File: config.mk
export PLATFORM = sky130hd
export DESIGN_NAME = chkld_unit
export DESIGN_NICKNAME = d
export VERILOG_FILES = /design/src/rtl/chkld_pkg.sv /design/src/rtl/chkld_ctrl.sv /design/src/rtl/chkld_dpath.sv /design/src/rtl/chkld_unit.sv
export SDC_FILE = /design/constraint.sdc
export NUM_CORES = 1
export LEC_CHECK = 0
export BUFFER_PORTS_ARGS = -buffer_cell sky130_fd_sc_hd__buf_2
export CAP_MARGIN = 40
export CORE_AREA = 2 2 112 114
export CTS_BUF_LIST = sky130_fd_sc_hd__clkbuf_16
export DETAILED_ROUTE_END_ITERATION = 8
export DIE_AREA = 0 0 114 116
export GPL_ROUTABILITY_DRIVEN = 0
export PLACE_DENSITY = 0.67
export RECOVER_POWER = 25
export SYNTH_ARGS = -nofsm -noshare
export SYNTH_HDL_FRONTEND = slang
export SYNTH_HIERARCHICAL = 1
export SYNTH_SLANG_ARGS = --single-unit
File: constraint.sdc
create_clock -name clk -period 2.6 [get_ports clk]
set_clock_uncertainty 0.15 [all_clocks]
set_input_delay 0.39 -clock clk [delete_from_list [all_inputs] [get_ports clk]]
set_output_delay 0.39 -clock clk [all_outputs]
set_load 0.02 [all_outputs]
File: src/rtl/chkld_pkg.sv
package chkld_pkg;
  typedef enum logic [1:0] {
    TRAP_NONE    = 2'd0,
    TRAP_BOUNDS  = 2'd1,
    TRAP_ALIGN   = 2'd2,
    TRAP_ILLEGAL = 2'd3
  } trapCause_e;

  typedef enum logic {
    OP_CHECKED = 1'b0,
    OP_DESC    = 1'b1
  } loadOp_e;

  // strobes from control to datapath
  typedef struct packed {
    logic stageLoad;  // capture writeback target
    logic selPair;    // descriptor load selected
  } ctrlStrobe_t;
endpackage

File: src/rtl/chkld_ctrl.sv
module chkld_ctrl
  import chkld_pkg::*;
(
  input  logic        clk,
  input  logic        rstN,
  input  logic        issueValid,
  input  logic        issueOp,
  input  logic        idxInRange,
  input  logic        pairAligned,
  input  logic        descOdd,
  output ctrlStrobe_t strobe,
  output logic        memReq,
  output logic        wbEn,
  output logic        wbPair,
  output logic        trapValid,
  output logic [1:0]  trapCause
);
  loadOp_e    opDec;
  trapCause_e causeNow;
  trapCause_e causeQ;
  logic       validQ;
  logic       pairQ;

  assign opDec = loadOp_e'(issueOp);

  // fault decode, illegal register has priority
  always_comb begin
    causeNow = TRAP_NONE;
    if (issueValid) begin
      if (descOdd)
        causeNow = TRAP_ILLEGAL;
      else if (opDec == OP_DESC && !pairAligned)
        causeNow = TRAP_ALIGN;
      else if (opDec == OP_CHECKED && !idxInRange)
        causeNow = TRAP_BOUNDS;
    end
  end

  // the read is sent before the bounds verdict is known
  assign memReq = issueValid && !descOdd && (opDec == OP_CHECKED || pairAligned);

  assign strobe.stageLoad = issueValid;
  assign strobe.selPair   = (opDec == OP_DESC);

  always_ff @(posedge clk) begin
    if (!rstN) begin
      validQ <= 1'b0;
      causeQ <= TRAP_NONE;
      pairQ  <= 1'b0;
    end else begin
      validQ <= issueValid;
      causeQ <= causeNow;
      pairQ  <= issueValid && (opDec == OP_DESC);
    end
  end

  assign wbEn      = validQ && (causeQ == TRAP_NONE);
  assign wbPair    = wbEn && pairQ;
  assign trapValid = validQ && (causeQ != TRAP_NONE);
  assign trapCause = causeQ;
endmodule

File: src/rtl/chkld_dpath.sv
module chkld_dpath
  import chkld_pkg::*;
#(
  parameter int XLEN       = 32,
  parameter int RA         = 5,
  parameter int ELEM_SHIFT = 2
) (
  input  logic            clk,
  input  logic            rstN,
  input  ctrlStrobe_t     strobe,
  input  logic [RA-1:0]   issueDst,
  input  logic [RA-1:0]   issueDesc,
  input  logic [XLEN-1:0] issueOperand,
  output logic [RA-1:0]   rfAddrBase,
  output logic [RA-1:0]   rfAddrLen,
  input  logic [XLEN-1:0] rfDataBase,
  input  logic [XLEN-1:0] rfDataLen,
  output logic [XLEN-1:0] memAddr,
  input  logic [2*XLEN-1:0] memRdata,
  output logic            idxInRange,
  output logic            pairAligned,
  output logic            descOdd,
  output logic [RA-1:0]   wbAddr,
  output logic [XLEN-1:0] wbData,
  output logic [XLEN-1:0] wbDataHi
);
  localparam int WORD_BYTES = XLEN / 8;
  localparam int PAIR_BITS  = $clog2(2 * WORD_BYTES);

  logic [XLEN-1:0] scaledIdx;
  logic [XLEN-1:0] elemAddr;
  logic [RA-1:0]   dstQ;

  assign rfAddrBase = issueDesc;
  assign rfAddrLen  = {issueDesc[RA-1:1], 1'b1};
  assign descOdd    = issueDesc[0];

  // address path and bounds compare side by side
  assign scaledIdx   = issueOperand << ELEM_SHIFT;
  assign elemAddr    = rfDataBase + scaledIdx;
  assign idxInRange  = issueOperand < rfDataLen;
  assign pairAligned = (issueOperand[PAIR_BITS-1:0] == '0);
  assign memAddr     = strobe.selPair ? issueOperand : elemAddr;

  always_ff @(posedge clk) begin
    if (!rstN)
      dstQ <= '0;
    else if (strobe.stageLoad)
      dstQ <= strobe.selPair ? issueDesc : issueDst;
  end

  assign wbAddr   = dstQ;
  assign wbData   = memRdata[XLEN-1:0];
  assign wbDataHi = memRdata[2*XLEN-1:XLEN];
endmodule

File: src/rtl/chkld_unit.sv
module chkld_unit
  import chkld_pkg::*;
#(
  parameter int XLEN       = 32,
  parameter int NREG       = 32,
  parameter int ELEM_SHIFT = 2,
  localparam int RA        = $clog2(NREG)
) (
  input  logic              clk,
  input  logic              rstN,
  input  logic              issueValid,
  input  logic              issueOp,
  input  logic [RA-1:0]     issueDst,
  input  logic [RA-1:0]     issueDesc,
  input  logic [XLEN-1:0]   issueOperand,
  output logic [RA-1:0]     rfAddrBase,
  output logic [RA-1:0]     rfAddrLen,
  input  logic [XLEN-1:0]   rfDataBase,
  input  logic [XLEN-1:0]   rfDataLen,
  output logic              memReq,
  output logic [XLEN-1:0]   memAddr,
  input  logic [2*XLEN-1:0] memRdata,
  output logic              wbEn,
  output logic              wbPair,
  output logic [RA-1:0]     wbAddr,
  output logic [XLEN-1:0]   wbData,
  output logic [XLEN-1:0]   wbDataHi,
  output logic              trapValid,
  output logic [1:0]        trapCause
);
  ctrlStrobe_t strobe;
  logic idxInRange;
  logic pairAligned;
  logic descOdd;

  chkld_ctrl u_ctrl (
    .clk        (clk),
    .rstN       (rstN),
    .issueValid (issueValid),
    .issueOp    (issueOp),
    .idxInRange (idxInRange),
    .pairAligned(pairAligned),
    .descOdd    (descOdd),
    .strobe     (strobe),
    .memReq     (memReq),
    .wbEn       (wbEn),
    .wbPair     (wbPair),
    .trapValid  (trapValid),
    .trapCause  (trapCause)
  );

  chkld_dpath #(
    .XLEN      (XLEN),
    .RA        (RA),
    .ELEM_SHIFT(ELEM_SHIFT)
  ) u_dpath (
    .clk         (clk),
    .rstN        (rstN),
    .strobe      (strobe),
    .issueDst    (issueDst),
    .issueDesc   (issueDesc),
    .issueOperand(issueOperand),
    .rfAddrBase  (rfAddrBase),
    .rfAddrLen   (rfAddrLen),
    .rfDataBase  (rfDataBase),
    .rfDataLen   (rfDataLen),
    .memAddr     (memAddr),
    .memRdata    (memRdata),
    .idxInRange  (idxInRange),
    .pairAligned (pairAligned),
    .descOdd     (descOdd),
    .wbAddr      (wbAddr),
    .wbData      (wbData),
    .wbDataHi    (wbDataHi)
  );
endmodule

* Word level (Yosys, flattened, before mapping) *
Index checks and enable logic that the tools add are counted.

storage, ports and cells
  bits in registers = 9
  input bits = 174
  logic and storage cells = 28

cells by class
  $add $sub $neg = 1
  $lt $le $gt $ge = 1
  muxes and demuxes = 5
  bitwise logic cells = 1
  reductions and logical operators = 16

operators by type and width
  kind                 count
  32-bit adder         1
  32-bit < comparator  1
  32-bit 2-to-1 mux    1
  1-bit logical AND    8
  5-bit 2-to-1 mux     1
  2-bit 2-to-1 mux     2
  1-bit zero test      3
  3-bit zero test      1
  2-bit zero test      1
  2-bit AND reduction  1
  2-bit nonzero test   1
  1-bit logical OR     1
  1-bit 2-to-1 mux     1
  1-bit inverter       1

* Longest topological paths before layout *
Gate-level depths: netlist (run 1).

  depth after elaboration = 6
  depth in mapped cells = 12
  gate-level depth less buffers = 12

* Modules after synthesis *
The synthesis (run 1) kept the hierarchy.

modules (own cells, without submodules)
  module       times used  cells an instance  area an instance (um2)  sequential area each (um2)
  chkld_dpath  1           483                3479.6                  100.1
  chkld_ctrl   1           16                 166.4                   80.1

* Worst setup path before layout (run 1) *
Ideal clock, no wire load.

  path type = input port to output port
  start point = input port issueOperand[6]
  end point = output port memAddr[23]
  arrival time = 2.601 ns
  setup slack = -0.541 ns
  stages = 7
  buffers on the path = 0
  path through = ha_1 > a2111oi_4 > a22oi_2 > a311o_1 > a211oi_4 > nor2_1 > o31ai_1

between the ends
  cells in the longest elaborated chain, start to end = 2

RTL lines
  what               RTL line           text
  from (decl)        chkld_unit.sv:15   input logic [XLEN-1:0] issueOperand,
  32-bit adder       chkld_dpath.sv:40  assign elemAddr = rfDataBase + scaledIdx;
  32-bit 2-to-1 mux  chkld_dpath.sv:43  assign memAddr = strobe.selPair ? issueOperand : elemAddr;
  to (decl)          chkld_unit.sv:21   output logic [XLEN-1:0] memAddr,

Every way passes these cells.

* Worst setup path after layout (run 1) *
  start point = input port issueOperand[1]
  end point = output port memAddr[25]

The elaborated chain is that of the path after synthesis.

==> impl.org, run 1 <==
** Clock tree
- CTS saw 9 sinks.
- CTS clk-pin slew, worst paths :: 0.04 ns
- Clock tree from TritonCTS :: yes
- Clock buffer depth :: 2
- CTS Root Cell :: sky130_fd_sc_hd__clkbuf_16
- Total clock buffers created by CTS :: 3
- CTS H-Tree Depth :: 1
- The clock reaches the later pin of the worst-skew pair after 0.23 ns.

** Status
- Result of the run :: finished, violations left
- Violated checks :: negative setup slack

** Drt
- Count of routing violations after the opening detailed-route iteration :: 110
- Using the TritonRoute via totals, the vias-per-cell ratio works out to 4.923.
- Number of DRC violations after detailed routing :: 0
- Once detail routing completed, the nets flagged for antenna violations numbered 0.
- DR vias :: 4160
- Wire length reported by the detailed router :: 12.10 mm
- The first detailed-routing pass took 4 iterations.
- Routed wire length per instance :: 14.31 um

** Job
- Max-capacitance violation count :: 0

** Finish
- After filler insertion, the fill cell instance count of the layout stands at 1198.
- Non-filler instance count after layout :: 845
- Net total in the final layout :: 934
- Inserted Diodes :: 0
- Of the cells placed in the final design, the portion with a size suffix greater than 1 is 0.5315.
- For this run, the share of the core covered by cells in the final layout is 0.4763.
- In the final layout, the multi-input gates occupy 3182 um^2.
- Layout Cell Area excl Fill :: 5673 um^2
- Relative to the synthesized area, the layout overhead comes to 55.59%.
- Summing all flip-flop and latch instances after layout gives 180.2 um^2.

** STA
- Setup repair after global routing could not meet its margin everywhere.
- The count of final max-slew check failures is 0.
- Worst setup margin :: -0.4830 ns
- Setup violations remaining at the end of the flow were counted as 23.
- The final number of hold-violating endpoints came to 0.
- Fmax :: 324.4 MHz
- Post-route worst hold slack :: 0.2844 ns
- Adding up every negative setup slack in the final design gives -7.352 ns.
- The routed design could run at a clock period as short as 3.083 ns.
- In the finished design, the share of the clock period the worst path needs comes to 1.186.

** Power
- The completed layout was analyzed and its total power is 1.770 mW.
- Across the VDD grid, the largest voltage drop is 0.3769 mV.
- Power per Cell Area :: 312.1 nW/um^2
- The analysis attributes to cell leakage a power of 3.037 nW.

** Logic synthesis
- For this run, the register share of the synthesized area comes to 0.04942.
- Counting flops with a built-in enable in the synthesized netlist gives 0.
- Primary FF master, synth :: sky130_fd_sc_hd__dfxtp_1
- Fraction of post-synthesis cell area in the top cell type by area :: 0.2059
- Share of flip-flops with an asynchronous set or reset after synthesis :: 0
- In the synthesized netlist, the number of instances is 499.
- Post-Syn Area :: 3646 um^2
- Count of yosys warnings during synthesis :: 6
- The synthesized netlist contains 60 unique library cells.
- Area contributors post-synth :: sky130_fd_sc_hd__ha_1, sky130_fd_sc_hd__buf_4, sky130_fd_sc_hd__a21o_1
- Yosys reg bits :: 9
- Syn Nets :: 734
- Average cell area after synthesis :: 7.307 um^2
- Area leader, netlist :: sky130_fd_sc_hd__ha_1

** Critical path
- Endpoint required time on the critical path :: 2.06 ns
- STA classifies the critical path endpoint as an output pin.
- Along the worst path, the maximum fanout reaches 4.
- Flop-to-flop setup slack :: 1.83 ns
- Worst path arrival time :: 2.54 ns
- STA classifies the critical path startpoint as an input port.
- Kind of critical path :: in -> out

** Min path
- Type of the most critical hold path :: in -> reg

** Floorplanning
- Core footprint :: 11910 um^2
- The die is 116 um tall.
- Starting density of the core :: 0.3061
- After floorplanning, the core was divided into 40 placement rows.
- The die covers 13220 um^2.
- Measured along the x axis, the die boundary spans 114 um.
- For this design the top-level I/O count stands at 291.

** Global routing
- Number of antenna violations at the first check in global routing :: 0
- Entering global routing, the biggest net connects 36 pins.
- Overall global routing resource usage :: 0.1726
- First-pass GRT wire length :: 19.00 mm
- In the global route stage, met3 resource usage came out at 0.03504.
- Leftover overflow at the end of global routing :: 0
- Met1 demand-to-capacity share in global routing :: 0.1947
- Vias in the first global route :: 4259
- Busiest layer in global routing :: met2
- For met2 alone, demand over resource in global routing was 0.3373.

** Placed design
- Post-Place Worst Slack :: -0.6084 ns
- Including well taps, the total number of placed cells is 831.
- The HPWL after detailed placement is 9.988 mm.
- After detailed placement, the total cell area comes to 5035 um^2.
- In this run the tool buffered the top-level ports with 161 buffer cells.
[critical path, stage by stage]
cell and delay, ns:
sky130_fd_sc_hd__buf_8 0.10, sky130_fd_sc_hd__ha_4 0.23, sky130_fd_sc_hd__a211o_1 0.27, sky130_fd_sc_hd__o211ai_1 0.15
sky130_fd_sc_hd__a22oi_2 0.11, sky130_fd_sc_hd__a311o_1 0.38, sky130_fd_sc_hd__a211oi_4 0.22, sky130_fd_sc_hd__buf_6 0.16
sky130_fd_sc_hd__o21bai_4 0.07, sky130_fd_sc_hd__o311ai_4 0.29, sky130_fd_sc_hd__buf_6 0.16
[cells in the mapped netlist (all sizes together), types with 2 or more instances]
cell type / instances
buf: 79
ha: 60
nand2: 53
inv: 37
o21ai: 35
a21o: 30
a21oi: 28
nor2: 17
xnor2: 12
nor3: 10
dfxtp: 9
nand3: 9
a211oi: 8
clkbuf: 8
nand4: 8
mux2i: 7
xor2: 7
o211a: 6
o21bai: 6
and3: 5
nor3b: 5
o21a: 5
o31ai: 5
a31oi: 4
mux2: 4
nand2b: 4
a211o: 3
and2: 3
nor2b: 3
nor4: 3
a21boi: 2
a22oi: 2
a311o: 2
o211ai: 2
o41ai: 2
[metal layers]
metal | share of wire | wire length (um)
met5 | 0 | 0
met4 | 0.012 | 147
met3 | 0.084 | 1014
met2 | 0.51 | 6163
met1 | 0.39 | 4770
[timing repair]
item	in CTS	in global routing
hold buffers	0	0
pin swaps	58	27
setup endpoints to repair	24	27
setup buffers	11	6
resized for setup	100	21
[report_power, final]
| part | leakage (nW) | switching (mW) | internal [mW] |
|---|---|---|---|
| Clock | 0.0423 | 0.0648 | 0.201 |
| Sequential | 0.0747 | 0.00513 | 0.148 |
| Combinational | 2.92 | 0.670 | 0.682 |
[kinds of logic after synthesis]
family | Yosys count | synth area share
XOR/XNOR | 19 | 0.04564
buffers and inverters | 125 | 0.2117
flip-flops | 9 | 0.04942
adder cells (fa/ha/maj) | 61 | 0.2114
AO/OA/AOI/OAI | 149 | 0.2866
other | 1 | 0.001029
AND/OR/NAND/NOR | 124 | 0.1627
multiplexers | 11 | 0.03157
[flip-flops by register name, indices dropped and copies added, names as in the netlist]
signal	flops
u_dpath/wbAddr	5
u_ctrl/trapCause	2
u_ctrl/pairQ	1
u_ctrl/validQ	1
[area by class of cell]
cell class	instances	share of cell area
clock buffer	3	0.01323
timing repair buffer	283	0.3366
multi-input combinational	365	0.5609
tap	147	0.03242
sequential	9	0.03176
inverter	37	0.02448
clock inverter	1	0.0006617
[worst paths after layout]
kind	from	to	cells after the start
min	issueDesc[0]	u_ctrl/trapCause[0]$_SDFF_PN0_	2
max reg2reg	u_dpath/wbAddr[4]$_SDFFE_PN0P_	u_dpath/wbAddr[4]$_SDFFE_PN0P_	1
max	issueOperand[1]	memAddr[25]	11
min reg2reg	u_dpath/wbAddr[2]$_SDFFE_PN0P_	u_dpath/wbAddr[2]$_SDFFE_PN0P_	1
[placed cells by master, fill, tap and decap left out, drive strengths merged, types with 5 or more instances in the layout]
master,netlist,routed
xnor2,12,12
a211oi,8,8
and3,5,5
nand2,53,53
mux2i,7,7
dfxtp,9,9
o31ai,5,5
a21oi,28,28
nor2,17,17
xor2,7,7
o21bai,6,6
a21o,30,30
nor3b,5,5
o21ai,35,35
o21a,5,5
ha,60,60
nand4,8,8
nand3,9,9
buf,79,282
nor3,10,10
inv,37,38
o211a,6,6
(Power assumes the default switching activity.)
==> run 2, diff against run 1 <==
--- a/config.mk
+++ b/config.mk
@@ -5,16 +5,18 @@
 export SDC_FILE = /design/constraint.sdc
 export NUM_CORES = 1
 export LEC_CHECK = 0
+export ABC_AREA = 1
 export BUFFER_PORTS_ARGS = -buffer_cell sky130_fd_sc_hd__buf_2
 export CAP_MARGIN = 40
-export CORE_AREA = 2 2 112 114
+export CORE_AREA = 2 2 111 113
 export CTS_BUF_LIST = sky130_fd_sc_hd__clkbuf_16
 export DETAILED_ROUTE_END_ITERATION = 8
-export DIE_AREA = 0 0 114 116
+export DIE_AREA = 0 0 113 115
 export GPL_ROUTABILITY_DRIVEN = 0
-export PLACE_DENSITY = 0.67
+export PLACE_DENSITY = 0.75
 export RECOVER_POWER = 25
 export SYNTH_ARGS = -nofsm -noshare
 export SYNTH_HDL_FRONTEND = slang
 export SYNTH_HIERARCHICAL = 1
 export SYNTH_SLANG_ARGS = --single-unit
+export TNS_END_PERCENT = 10
==> impl.org, run 2 <==
** Drt
- Wire length reported by the detailed router :: 13.52 mm
- Number of detailed-route iterations in the first pass :: 9
- Residual antenna-violating net count after detailed routing :: 0
- After detailed routing, the number of remaining DRC violations is 17.
- The first routing iteration left 187 violations.
- DR vias :: 5004
- Vias/cell :: 4.779
- After detailed routing, the average wire length per cell comes to 12.92 um.

** Global routing
- First-pass GRT wire length :: 21.46 mm
- The initial antenna violation count was 0.
- The number of global-route vias before repair came to 4737.
- Overall global routing resource usage :: 0.2014
- After global routing the overflow that remains totals 0.
- Largest net degree at the start of global routing :: 50

** STA
- The worst pin sits at a relative slew slack of 0.6527.
- In the finished design, the share of the clock period the worst path needs comes to 0.9890.
- The final number of hold-violating endpoints is 0.
- RSZ-0062 raised after global routing :: true
- Static timing analysis puts the maximum clock frequency at 388.9 MHz.
- Worst Max-Slew Pin Slew :: 0.5210 ns
- Setup violations remaining at the end of the flow were counted as 0.
- Minimum period implied by the final worst setup slack :: 2.571 ns
- Final number of max-transition violations :: 0

** Critical path
- Worst R2R End :: u_dpath/wbAddr[0]$_SDFFE_PN0P_
- For flop-to-flop paths, the worst setup slack is 1.81 ns.
- STA classifies the critical path endpoint as an output pin.
- STA classifies the critical path startpoint as an input port.
- Worst path arrival time :: 2.03 ns
- Last element of the critical path :: memAddr[24]
- Counting cells, the worst reg-to-reg path comes to 2.
- Endpoint required time on the critical path :: 2.06 ns
- The worst setup path is of the in -> out kind.
- Origin of the critical flop-to-flop path :: u_dpath/wbAddr[0]$_SDFFE_PN0P_
- Critical path origin :: issueOperand[13]
- Worst-path fanout max :: 4

** Floorplanning
- Die height :: 115 um
- Die ar. :: 13000 um^2
- Core footprint :: 11810 um^2
- The floorplan has 40 rows.
- Starting density of the core :: 0.3716
- 291 I/O pins were placed.
- In this run the horizontal extent of the chip is 113 um.

** Clock tree
- Hold repair after CTS inserted 0 buffers.
- Clk_lat worst skew :: 0.23 ns
- Clock tree synthesis selected as its root buffer the cell sky130_fd_sc_hd__clkbuf_16.
- CTS clk-pin slew, worst paths :: 0.04 ns
- TritonCTS built the clock tree.
- Clock buffer depth :: 2
- Buffers inserted during clock tree synthesis total 3.
- Counting every sink on the clock net gives 9.
- CTS built an H-tree with a depth of 1.

** Finish
- The filler cells instantiated in the layout total 1307.
- After the last flow step, the layout net total stands at 1136.
- Once layout is complete, the utilization of the core stands at 0.4457.
- Area of the multi-input gates :: 3283 um^2
- In the final layout, the share of cells above drive strength 1 is 0.3033.
- The register with the most flip-flops in the layout has 5 of them.
- From synthesis to final layout, the design area changed by 19.93%.
- Most frequent cells in the layout :: sky130_fd_sc_hd__nand2_1, sky130_fd_sc_hd__buf_2, sky130_fd_sc_hd__inv_1, sky130_fd_sc_hd__nand3_1, sky130_fd_sc_hd__ha_1
- Summing all flip-flop and latch instances after layout gives 180.2 um^2.
- The number of antenna diodes in the final layout is 0.
- Leaving out fill and tap cells, the most frequent cell in the layout is sky130_fd_sc_hd__nand2_1.

** Logic synthesis
- Of all cell types, the one taking the most synthesized area is sky130_fd_sc_hd__nand2_1.
- Average cell area after synthesis :: 5.500 um^2
- Count of yosys warnings during synthesis :: 6
- Number of unique standard cell types used by synthesis :: 32
- Counting flops with an async set or reset pin after synthesis yields a share of 0.
- The share of the Yosys chip area taken by registers is 0.04105.
- Fraction of post-synthesis cell area in the top cell type by area :: 0.2360
- By area the synthesized netlist is led by sky130_fd_sc_hd__nand2_1, sky130_fd_sc_hd__ha_1, sky130_fd_sc_hd__buf_4.
- Yosys mapped a number of flops with a built-in enable equal to 0.
- When the netlist entered floorplanning its net count stood at 1033.
- Post-Syn Area :: 4389 um^2
- The most common cell in the synthesized netlist is sky130_fd_sc_hd__nand2_1.
- The most used flip-flop cell after synthesis is sky130_fd_sc_hd__dfxtp_1.
- Post-synthesis cell count :: 798
- Yosys reg bits :: 9
- Ranked by instance count, the synthesized netlist is headed by sky130_fd_sc_hd__nand2_1, sky130_fd_sc_hd__inv_1, sky130_fd_sc_hd__buf_4.

** Job
- Max-capacitance violation count :: 0

** Power
- Standby leakage power :: 3.251 nW
- IR analysis of the VDD net gives a maximum drop of 0.3139 mV.
- Total chip power :: 1.532 mW
- Power per Cell Area :: 291.0 nW/um^2

** Status
- The run finished, with violations left.
- Violated checks :: design-rule violations

** Min path
- Type of the most critical hold path :: in -> reg

** Placed design
- Buffers placed on the I/O ports in this run total 161.
- Detailed placement finished with a half-perimeter wire length of 11.77 mm.
==> run 2: changes by cell type in the layout (fill, tap and decap cells not counted), moves of 13 or more <==
cell,previous run,this run
sky130_fd_sc_hd__a21o_1,27,1
sky130_fd_sc_hd__a21oi_1,16,33
sky130_fd_sc_hd__buf_2,129,155
sky130_fd_sc_hd__buf_4,129,27
sky130_fd_sc_hd__buf_6,21,1
sky130_fd_sc_hd__ha_2,1,14
sky130_fd_sc_hd__inv_1,38,146
sky130_fd_sc_hd__nand2_1,49,264
sky130_fd_sc_hd__nand2_2,4,19
sky130_fd_sc_hd__nand3_1,6,53
sky130_fd_sc_hd__nor2_1,13,31
==> run 2: kinds of logic (layout without fill, tap and decap cells) <==
group,Yosys count,after routing,synth area share
AOI/OAI and AO/OA,73,73,0.09721
xor gates and xnor gates,8,8,0.01596
adders and majority gates,61,61,0.1756
buffers and inverters,231,333,0.2651
DFF,9,9,0.04105
other,1,1,0.0008544
and+or+nand+nor,415,415,0.4042
==> run 2: layout make-up <==
type | count | share of cell area
Inverter | 145 | 0.1034
Sequential cell | 9 | 0.03423
Multi-Input combinational cell | 558 | 0.6237
Timing Repair Buffer | 184 | 0.1887
Clock buffer | 3 | 0.01426
Tap cell | 147 | 0.03494
Clock inverter | 1 | 0.0007131
==> run 2: routing by layer <==
layer	GRT usage	share of wire	wire, um	up-vias
met5	0	0	0	-
met4	0.06829	0.023	316	0
li1	-	-	-	2608
met1	0.2502	0.44	5963	2197
met3	0.02161	0.057	774	26
met2	0.3633	0.48	6468	173
==> run 2: repair_timing <==
| item | 4_1_cts | 5_1_grt |
|---|---|---|
| buffers inserted | 0 | 1 |
| resized for setup | 8 | 62 |
| setup endpoints to repair | 13 | 23 |
| pin swaps | 0 | 9 |
==> run 2: critical path, cell delays in order <==
cell and delay (ns):
sky130_fd_sc_hd__buf_2 0.12, sky130_fd_sc_hd__ha_1 0.36, sky130_fd_sc_hd__nand2_2 0.15, sky130_fd_sc_hd__inv_1 0.05, sky130_fd_sc_hd__nand2_1 0.07, sky130_fd_sc_hd__nand2_1 0.09, sky130_fd_sc_hd__o21bai_2 0.22, sky130_fd_sc_hd__nand2_1 0.08
sky130_fd_sc_hd__nand3_1 0.06, sky130_fd_sc_hd__nand2_1 0.07, sky130_fd_sc_hd__nand3_1 0.12, sky130_fd_sc_hd__nand2_1 0.10, sky130_fd_sc_hd__buf_4 0.14
==> run 2: power by group <==
part	switching, mW	internal (mW)
clock network	0.0673	0.201
logic	0.676	0.435
registers	0.00502	0.148
total	0.749	0.783
==> run 2: stage by stage <==
step                      TNS, ns  instance area (um^2)  setup WS [ns]  hold WS, ns  cells
after floorplan                 0                  4389         0.1983       0.3522    798
after global placement    -0.4838                  4925       -0.09341       0.3128   1042
after detailed placement  -0.6670                  4925        -0.1038       0.3122   1042
after CTS                       0                  5026       0.005474       0.2786   1046
after global routing      -0.4479                  5264       -0.05750       0.3312   1047
final                           0                  5264        0.02855       0.2783   1047
==> run 2: worst min-delay path by stage <==
stage,startpoint,endpoint,cells after the start
floorplan,issueOp,u_ctrl/pairQ$_SDFF_PN0_,2
global placement,u_dpath/wbAddr[1]$_SDFFE_PN0P_,u_dpath/wbAddr[1]$_SDFFE_PN0P_,2
detailed placement,u_dpath/wbAddr[2]$_SDFFE_PN0P_,u_dpath/wbAddr[2]$_SDFFE_PN0P_,2
CTS,issueDesc[0],u_ctrl/trapCause[0]$_SDFF_PN0_,3
global route,issueDesc[0],u_ctrl/trapCause[0]$_SDFF_PN0_,3
finish,issueDesc[0],u_ctrl/trapCause[0]$_SDFF_PN0_,3
